==> config.mk <==
export PLATFORM = sky130hd
export DESIGN_NAME = dram_range_decoder
export DESIGN_NICKNAME = d
export VERILOG_FILES = /design/src/rtl/dram_dec_pkg.sv /design/src/rtl/dram_range_regs.sv /design/src/rtl/dram_range_match.sv /design/src/rtl/dram_range_prio.sv /design/src/rtl/dram_range_decoder.sv
export SDC_FILE = /design/constraint.sdc
export NUM_CORES = 1
export LEC_CHECK = 0
export BUFFER_PORTS_ARGS = -buffer_cell sky130_fd_sc_hd__clkbuf_2
export CORE_MARGIN = 4
export CORE_UTILIZATION = 50
export CTS_BUF_LIST = sky130_fd_sc_hd__clkbuf_8
export CTS_CLUSTER_DIAMETER = 60
export CTS_CLUSTER_SIZE = 25
export DETAILED_ROUTE_END_ITERATION = 6
export GPL_TIMING_DRIVEN = 0
export HOLD_SLACK_MARGIN = 0.12
export PLACE_DENSITY = 0.64
export SETUP_SLACK_MARGIN = 0.02
export SYNTH_ARGS = -nofsm -noshare
export SYNTH_HDL_FRONTEND = slang
export SYNTH_SLANG_ARGS = --single-unit
==> constraint.sdc <==
create_clock -name clk -period 8.9 [get_ports clk]
set_clock_uncertainty 0.15 [all_clocks]
set_input_delay 1.78 -clock clk [delete_from_list [all_inputs] [get_ports clk]]
set_output_delay 1.78 -clock clk [all_outputs]
set_load 0.05 [all_outputs]
==> src/rtl/dram_dec_pkg.sv <==
package dram_dec_pkg;
    localparam int ADDR_W     = 40;
    localparam int NUM_RANGES = 8;
    localparam int IDX_W      = $clog2(NUM_RANGES);
    localparam int NODE_W     = 3;
    localparam int TAG_W      = 16;
    localparam int TAG_LSB    = ADDR_W - TAG_W;
    localparam int ILV_W      = 3;
    localparam int ILV_LSB    = 12;
    localparam int CFG_AW     = 8;
    localparam int CFG_DW     = 32;
    localparam int REG_BASE   = 'h40;
    localparam int REG_STRIDE = 8;
    localparam int END_DELTA  = 4;

    typedef struct packed {
        logic              rd_ok;
        logic              wr_ok;
        logic [ILV_W-1:0]  ilv_mode;
        logic [TAG_W-1:0]  lo;
    } win_start_t;

    typedef struct packed {
        logic [NODE_W-1:0] node;
        logic [ILV_W-1:0]  ilv_sel;
        logic [TAG_W-1:0]  hi;
    } win_end_t;

    typedef struct packed {
        logic              hit;
        logic [NODE_W-1:0] node;
        logic [IDX_W-1:0]  idx;
    } lookup_t;

    function automatic win_start_t unpack_start(input logic [CFG_DW-1:0] w);
        win_start_t s;
        s.rd_ok    = w[0];
        s.wr_ok    = w[1];
        s.ilv_mode = w[10:8];
        s.lo       = w[31:16];
        return s;
    endfunction

    function automatic win_end_t unpack_end(input logic [CFG_DW-1:0] w);
        win_end_t e;
        e.node    = w[2:0];
        e.ilv_sel = w[10:8];
        e.hi      = w[31:16];
        return e;
    endfunction

    // Which of A[14:12] take part in the interleave test; unlisted modes test none.
    function automatic logic [ILV_W-1:0] ilv_mask(input logic [ILV_W-1:0] mode);
        case (mode)
            3'b001:  return 3'b001;
            3'b011:  return 3'b101;
            3'b111:  return 3'b111;
            default: return 3'b000;
        endcase
    endfunction

    function automatic logic [TAG_W-1:0] addr_tag(input logic [ADDR_W-1:0] a);
        return a[TAG_LSB +: TAG_W];
    endfunction

    function automatic logic [ILV_W-1:0] addr_ilv(input logic [ADDR_W-1:0] a);
        return a[ILV_LSB +: ILV_W];
    endfunction
endpackage

==> src/rtl/dram_range_regs.sv <==
module dram_range_regs
    import dram_dec_pkg::*;
#(
    parameter int N_WIN = NUM_RANGES
) (
    input  logic              clk,
    input  logic              rst,
    input  logic              cfg_we,
    input  logic [CFG_AW-1:0] cfg_addr,
    input  logic [CFG_DW-1:0] cfg_wdata,
    output win_start_t        starts [N_WIN],
    output win_end_t          ends   [N_WIN]
);
    for (genvar i = 0; i < N_WIN; i++) begin : g_win
        localparam logic [CFG_AW-1:0] START_OFS = CFG_AW'(REG_BASE + REG_STRIDE * i);
        localparam logic [CFG_AW-1:0] END_OFS   = CFG_AW'(REG_BASE + REG_STRIDE * i + END_DELTA);

        always_ff @(posedge clk) begin
            if (rst) begin
                starts[i] <= '0;
                ends[i]   <= '0;
            end else if (cfg_we) begin
                if (cfg_addr == START_OFS) starts[i] <= unpack_start(cfg_wdata);
                if (cfg_addr == END_OFS)   ends[i]   <= unpack_end(cfg_wdata);
            end
        end
    end
endmodule

==> src/rtl/dram_range_match.sv <==
module dram_range_match
    import dram_dec_pkg::*;
(
    input  logic              valid,
    input  logic              is_write,
    input  logic [ADDR_W-1:0] addr,
    input  win_start_t        start,
    input  win_end_t          stop,
    output logic              claim
);
    logic [TAG_W-1:0] tag;
    logic [ILV_W-1:0] ilv_bits;
    logic             in_window;
    logic             access_ok;
    logic             ilv_ok;

    always_comb begin
        tag       = addr_tag(addr);
        ilv_bits  = addr_ilv(addr);
        in_window = (tag >= start.lo) && (tag <= stop.hi);
        access_ok = is_write ? start.wr_ok : start.rd_ok;
        ilv_ok    = ((ilv_bits ^ stop.ilv_sel) & ilv_mask(start.ilv_mode)) == '0;
        claim     = valid && in_window && access_ok && ilv_ok;
    end
endmodule

==> src/rtl/dram_range_prio.sv <==
module dram_range_prio
    import dram_dec_pkg::*;
#(
    parameter int N_WIN = NUM_RANGES
) (
    input  logic [N_WIN-1:0]  claims,
    input  logic [NODE_W-1:0] nodes [N_WIN],
    output lookup_t           result
);
    always_comb begin
        result = '0;
        for (int i = N_WIN - 1; i >= 0; i--) begin
            if (claims[i]) begin
                result.hit  = 1'b1;
                result.node = nodes[i];
                result.idx  = IDX_W'(i);
            end
        end
    end
endmodule

==> src/rtl/dram_range_decoder.sv <==
module dram_range_decoder
    import dram_dec_pkg::*;
(
    input  logic              clk,
    input  logic              rst,
    input  logic              cfg_we,
    input  logic [CFG_AW-1:0] cfg_addr,
    input  logic [CFG_DW-1:0] cfg_wdata,
    input  logic              req_valid,
    input  logic              req_write,
    input  logic [ADDR_W-1:0] req_addr,
    output logic              rsp_hit,
    output logic [NODE_W-1:0] rsp_node,
    output logic [IDX_W-1:0]  rsp_range
);
    win_start_t              starts [NUM_RANGES];
    win_end_t                ends   [NUM_RANGES];
    logic [NUM_RANGES-1:0]   claims;
    logic [NODE_W-1:0]       nodes  [NUM_RANGES];
    lookup_t                 res_d;
    lookup_t                 res_q;

    dram_range_regs #(.N_WIN(NUM_RANGES)) u_regs (
        .clk       (clk),
        .rst       (rst),
        .cfg_we    (cfg_we),
        .cfg_addr  (cfg_addr),
        .cfg_wdata (cfg_wdata),
        .starts    (starts),
        .ends      (ends)
    );

    for (genvar i = 0; i < NUM_RANGES; i++) begin : g_match
        dram_range_match u_match (
            .valid    (req_valid),
            .is_write (req_write),
            .addr     (req_addr),
            .start    (starts[i]),
            .stop     (ends[i]),
            .claim    (claims[i])
        );
        assign nodes[i] = ends[i].node;
    end

    dram_range_prio #(.N_WIN(NUM_RANGES)) u_prio (
        .claims (claims),
        .nodes  (nodes),
        .result (res_d)
    );

    always_ff @(posedge clk) begin
        if (rst) res_q <= '0;
        else     res_q <= res_d;
    end

    assign rsp_hit   = res_q.hit;
    assign rsp_node  = res_q.node;
    assign rsp_range = res_q.idx;
endmodule

==> flow_summary_export.csv <==
group,metric,value,unit
setup_path,reg2reg_slack,5.33,ns
floorplanning,die_w,205,µm
power_and_ir_drop,vdd_drop_max,125,µV
global_route,grt_overflow,0,
yosys,ys_ff_latch,351,
setup_path,slowest_delay,0.93,ns
clock_tree,post-cts-setup-buffers,0,
setup_path,cpLargestDelayFamily,"compound AO/OA/AOI/OAI gates",
yosys,avgSynthCellArea,7.48,µm²
floorplanning,num_rows,71,
global_route,grt_antenna_before_repair,6,
yosys,synth-edff-count,0,
yosys,async_flop_share,0,%
final_layout,fin_nets,3008,
final_layout,area_growth,8.32,%
timing,setup_viol,0,
setup_path,crit_slowest_cell,"nor4_1",
global_route,grt_use_total,29.3,%
final_layout,fin_area,21100,µm²
placement,post_dp_cell_area,20200,µm²
drt,route.detailed.drc,0,
timing,period_needed,5.04,ns
floorplanning,start_util,51.2,%
drt,wl_per_cell,19.5,µm
floorplanning,core_area,38000,µm²
clock_tree,cts_tree,"built",
yosys,ys_seq_area_share,36.1,%
yosys,syn_inst,2601,
yosys,synthTopCellsByArea,"dfxtp_1, ha_1, nand2_1, a21oi_1, inv_1",
min_path,worstHoldPathType,"flip-flop to flip-flop",
global_route,grt_pass1_wl,94.4,mm
final_layout,layout-drive-gt1-share,4.79,%
global_route,first_global_vias,16700,
timing,fin_setup_tns,0,ns
setup_path,worstPathArrival,5.36,ns
power_and_ir_drop,p_sw,0.932,mW
clock_tree,cts-resized-gates,0,
clock_tree,h-tree-depth,2,
yosys,ys_top_cells_by_count,"nand2_1, a21oi_1, dfxtp_1, inv_1, ha_1",
power_and_ir_drop,power_frac_comb,10.3,%
timing,final_hold_viol_count,0,
power_and_ir_drop,power.share.sequential,51.0,%
clock_tree,numClockSinks,351,
placement,place_ws,3.34,ns
setup_path,start_kind,"input port",
placement,dp_hpwl,43.5,mm
timing,fin_ws,3.86,ns
drt,route.met2.wl,27.5,mm
timing,fmax,198,MHz
clock_tree,numCtsBuffers,34,
clock_tree,clockBufferDepth,3,
drt,dr.pass1.iters,6,
timing,fin_crit_sh,56.7,%
power_and_ir_drop,p_per_area,146,nW/µm²
yosys,synth_most_common_cell,"nand2_1",
clock_tree,root_buffer,"clkbuf_8",
yosys,synthFlopType,"dfxtp_1",
global_route,grt_max_degree,23,
clock_tree,clock_latency,0.64,ns
drt,drt-initial-drc-count,1668,
yosys,synth_top_area_share,36.1,%
drt,vias,18000,
timing,relSlewSlack,7.06,%
yosys,yosys_warnings,0,
drt,via_per_inst,5.61,
drt,met1_length,27.6,mm
setup_path,critPathKind,"input port to flip-flop",
timing,rsz0062_at_grt,"no",
timing,slew_violations,0,
yosys,synth_nets,2942,
drt,met3_length,5.41,mm
yosys,synth_area,19400,µm²
yosys,yosysTopAreaCell,"dfxtp_1",
setup_path,path_max_fanout,16,
drt,top_layer_used,"met5",
setup_path,crit_buf_inv,1,
power_and_ir_drop,power,3.08,mW
floorplanning,die_h,205,µm
placement,portBuffers,30,
yosys,synth_cell_types,62,
floorplanning,io_pins,92,
job,max-cap-violations,0,
timing,worstMarginPinSlew,1.39,ns
setup_path,crit_required,9.22,ns
floorplanning,dieArea,42100,µm²
placement,globalplace.congestion,0.926,
drt,routed_wl,62.5,mm
power_and_ir_drop,clock_power_share,38.6,%
setup_path,end_kind,"flip-flop",
power_and_ir_drop,power.leakage,7.15,nW
power_and_ir_drop,p_sw_share,30.2,%
power_and_ir_drop,power.internal,2.15,mW
clock_tree,postCtsHoldBufs,0,
clock_tree,clkTransAtPathRegs,0.10,ns
drt,ant_nets,0,
timing,worst_hold_slack,0.307,ns
setup_path,crit_chain,"clkbuf_2, ha_1, a21oi_1, o21ai_0, a221oi_1, nor2_1, nor4_1, nand3b_1, a311o_1, o211ai_1",
run_status,status,"finished clean",
per-layer routing:
layer	GRT usage [%]	vias to the layer above
met3	5.06	115
li1	-	8774
met4	9.19	2
met2	46.1	628
met1	41.3	8482
met5	0	-
sequential cells by signal, indices dropped and copies added, names as in the netlist:
name / count
rsp_hit: 1
rsp_node: 3
rsp_range: 3
u_regs.ends: 176
u_regs.starts: 168
power by group through the flow:
stage | Combinational [mW] | Clock (mW) | Sequential (mW)
floorplan | 0.176 | 0 | 1.61
global placement | 0.301 | 0 | 1.61
detailed placement | 0.312 | 0 | 1.61
CTS | 0.314 | 1.21 | 1.57
global route | 0.348 | 1.27 | 1.57
finish | 0.319 | 1.19 | 1.57
tightest hold or removal path, cell delays in order (launching register included):
cell and delay, ns:
dfxtp_1 0.32, nand2_1 0.05, a21oi_1 0.05
layout by cell type (no fill, tap or decap), types with 15 or more instances in the layout:
master / count
a211oi_1: 16
nand3_1: 34
o211ai_1: 17
dfxtp_1: 351
clkbuf_1: 140
ha_1: 256
inv_1: 263
nand4_1: 47
o21ai_0: 35
clkbuf_8: 39
nor2_1: 51
clkbuf_2: 30
nand2_1: 751
a21oi_1: 423
a21o_1: 25
xor2_1: 15
per-stage QoR:
step           cells  utilization, %
3_5_place_dp    3142            53.2
6_report        3206            55.4
2_1_floorplan   2601               -
5_1_grt         3206            55.4
3_3_place_gp    3142            53.2
4_1_cts         3204            55.4
path summary, 6_finish.rpt:
check                                           to  cells after the start                from
worst max register to register         rsp_node[2]                     10     u_regs.ends[11]
worst max-delay path                   rsp_node[2]                     10        req_addr[33]
worst min register to register  u_regs.starts[131]                      2  u_regs.starts[131]
worst min-delay path            u_regs.starts[131]                      2  u_regs.starts[131]
kinds of logic after synthesis:
family / synth area share [%]
buffers and inverters: 8.16
XOR/XNOR: 1.08
multiplexers: 0.457
AND/OR/NAND/NOR: 20.4
AO/OA/AOI/OAI: 17.3
adder cells (fa/ha/maj): 16.5
flip-flops: 36.1
layout make-up:
cell class / instances / area (µm²)
flip-flops and latches: 351 / 7030
fillers: 3746 / 17000
clock buffers: 39 / 537
repair buffers: 30 / 150
plain buffers: 154 / 601
multi-input cells: 1833 / 10800
diodes: 2 / 5.00
inverters: 263 / 987
clock inverters: 23 / 287
well taps: 511 / 639
(Power assumes the default switching activity.)
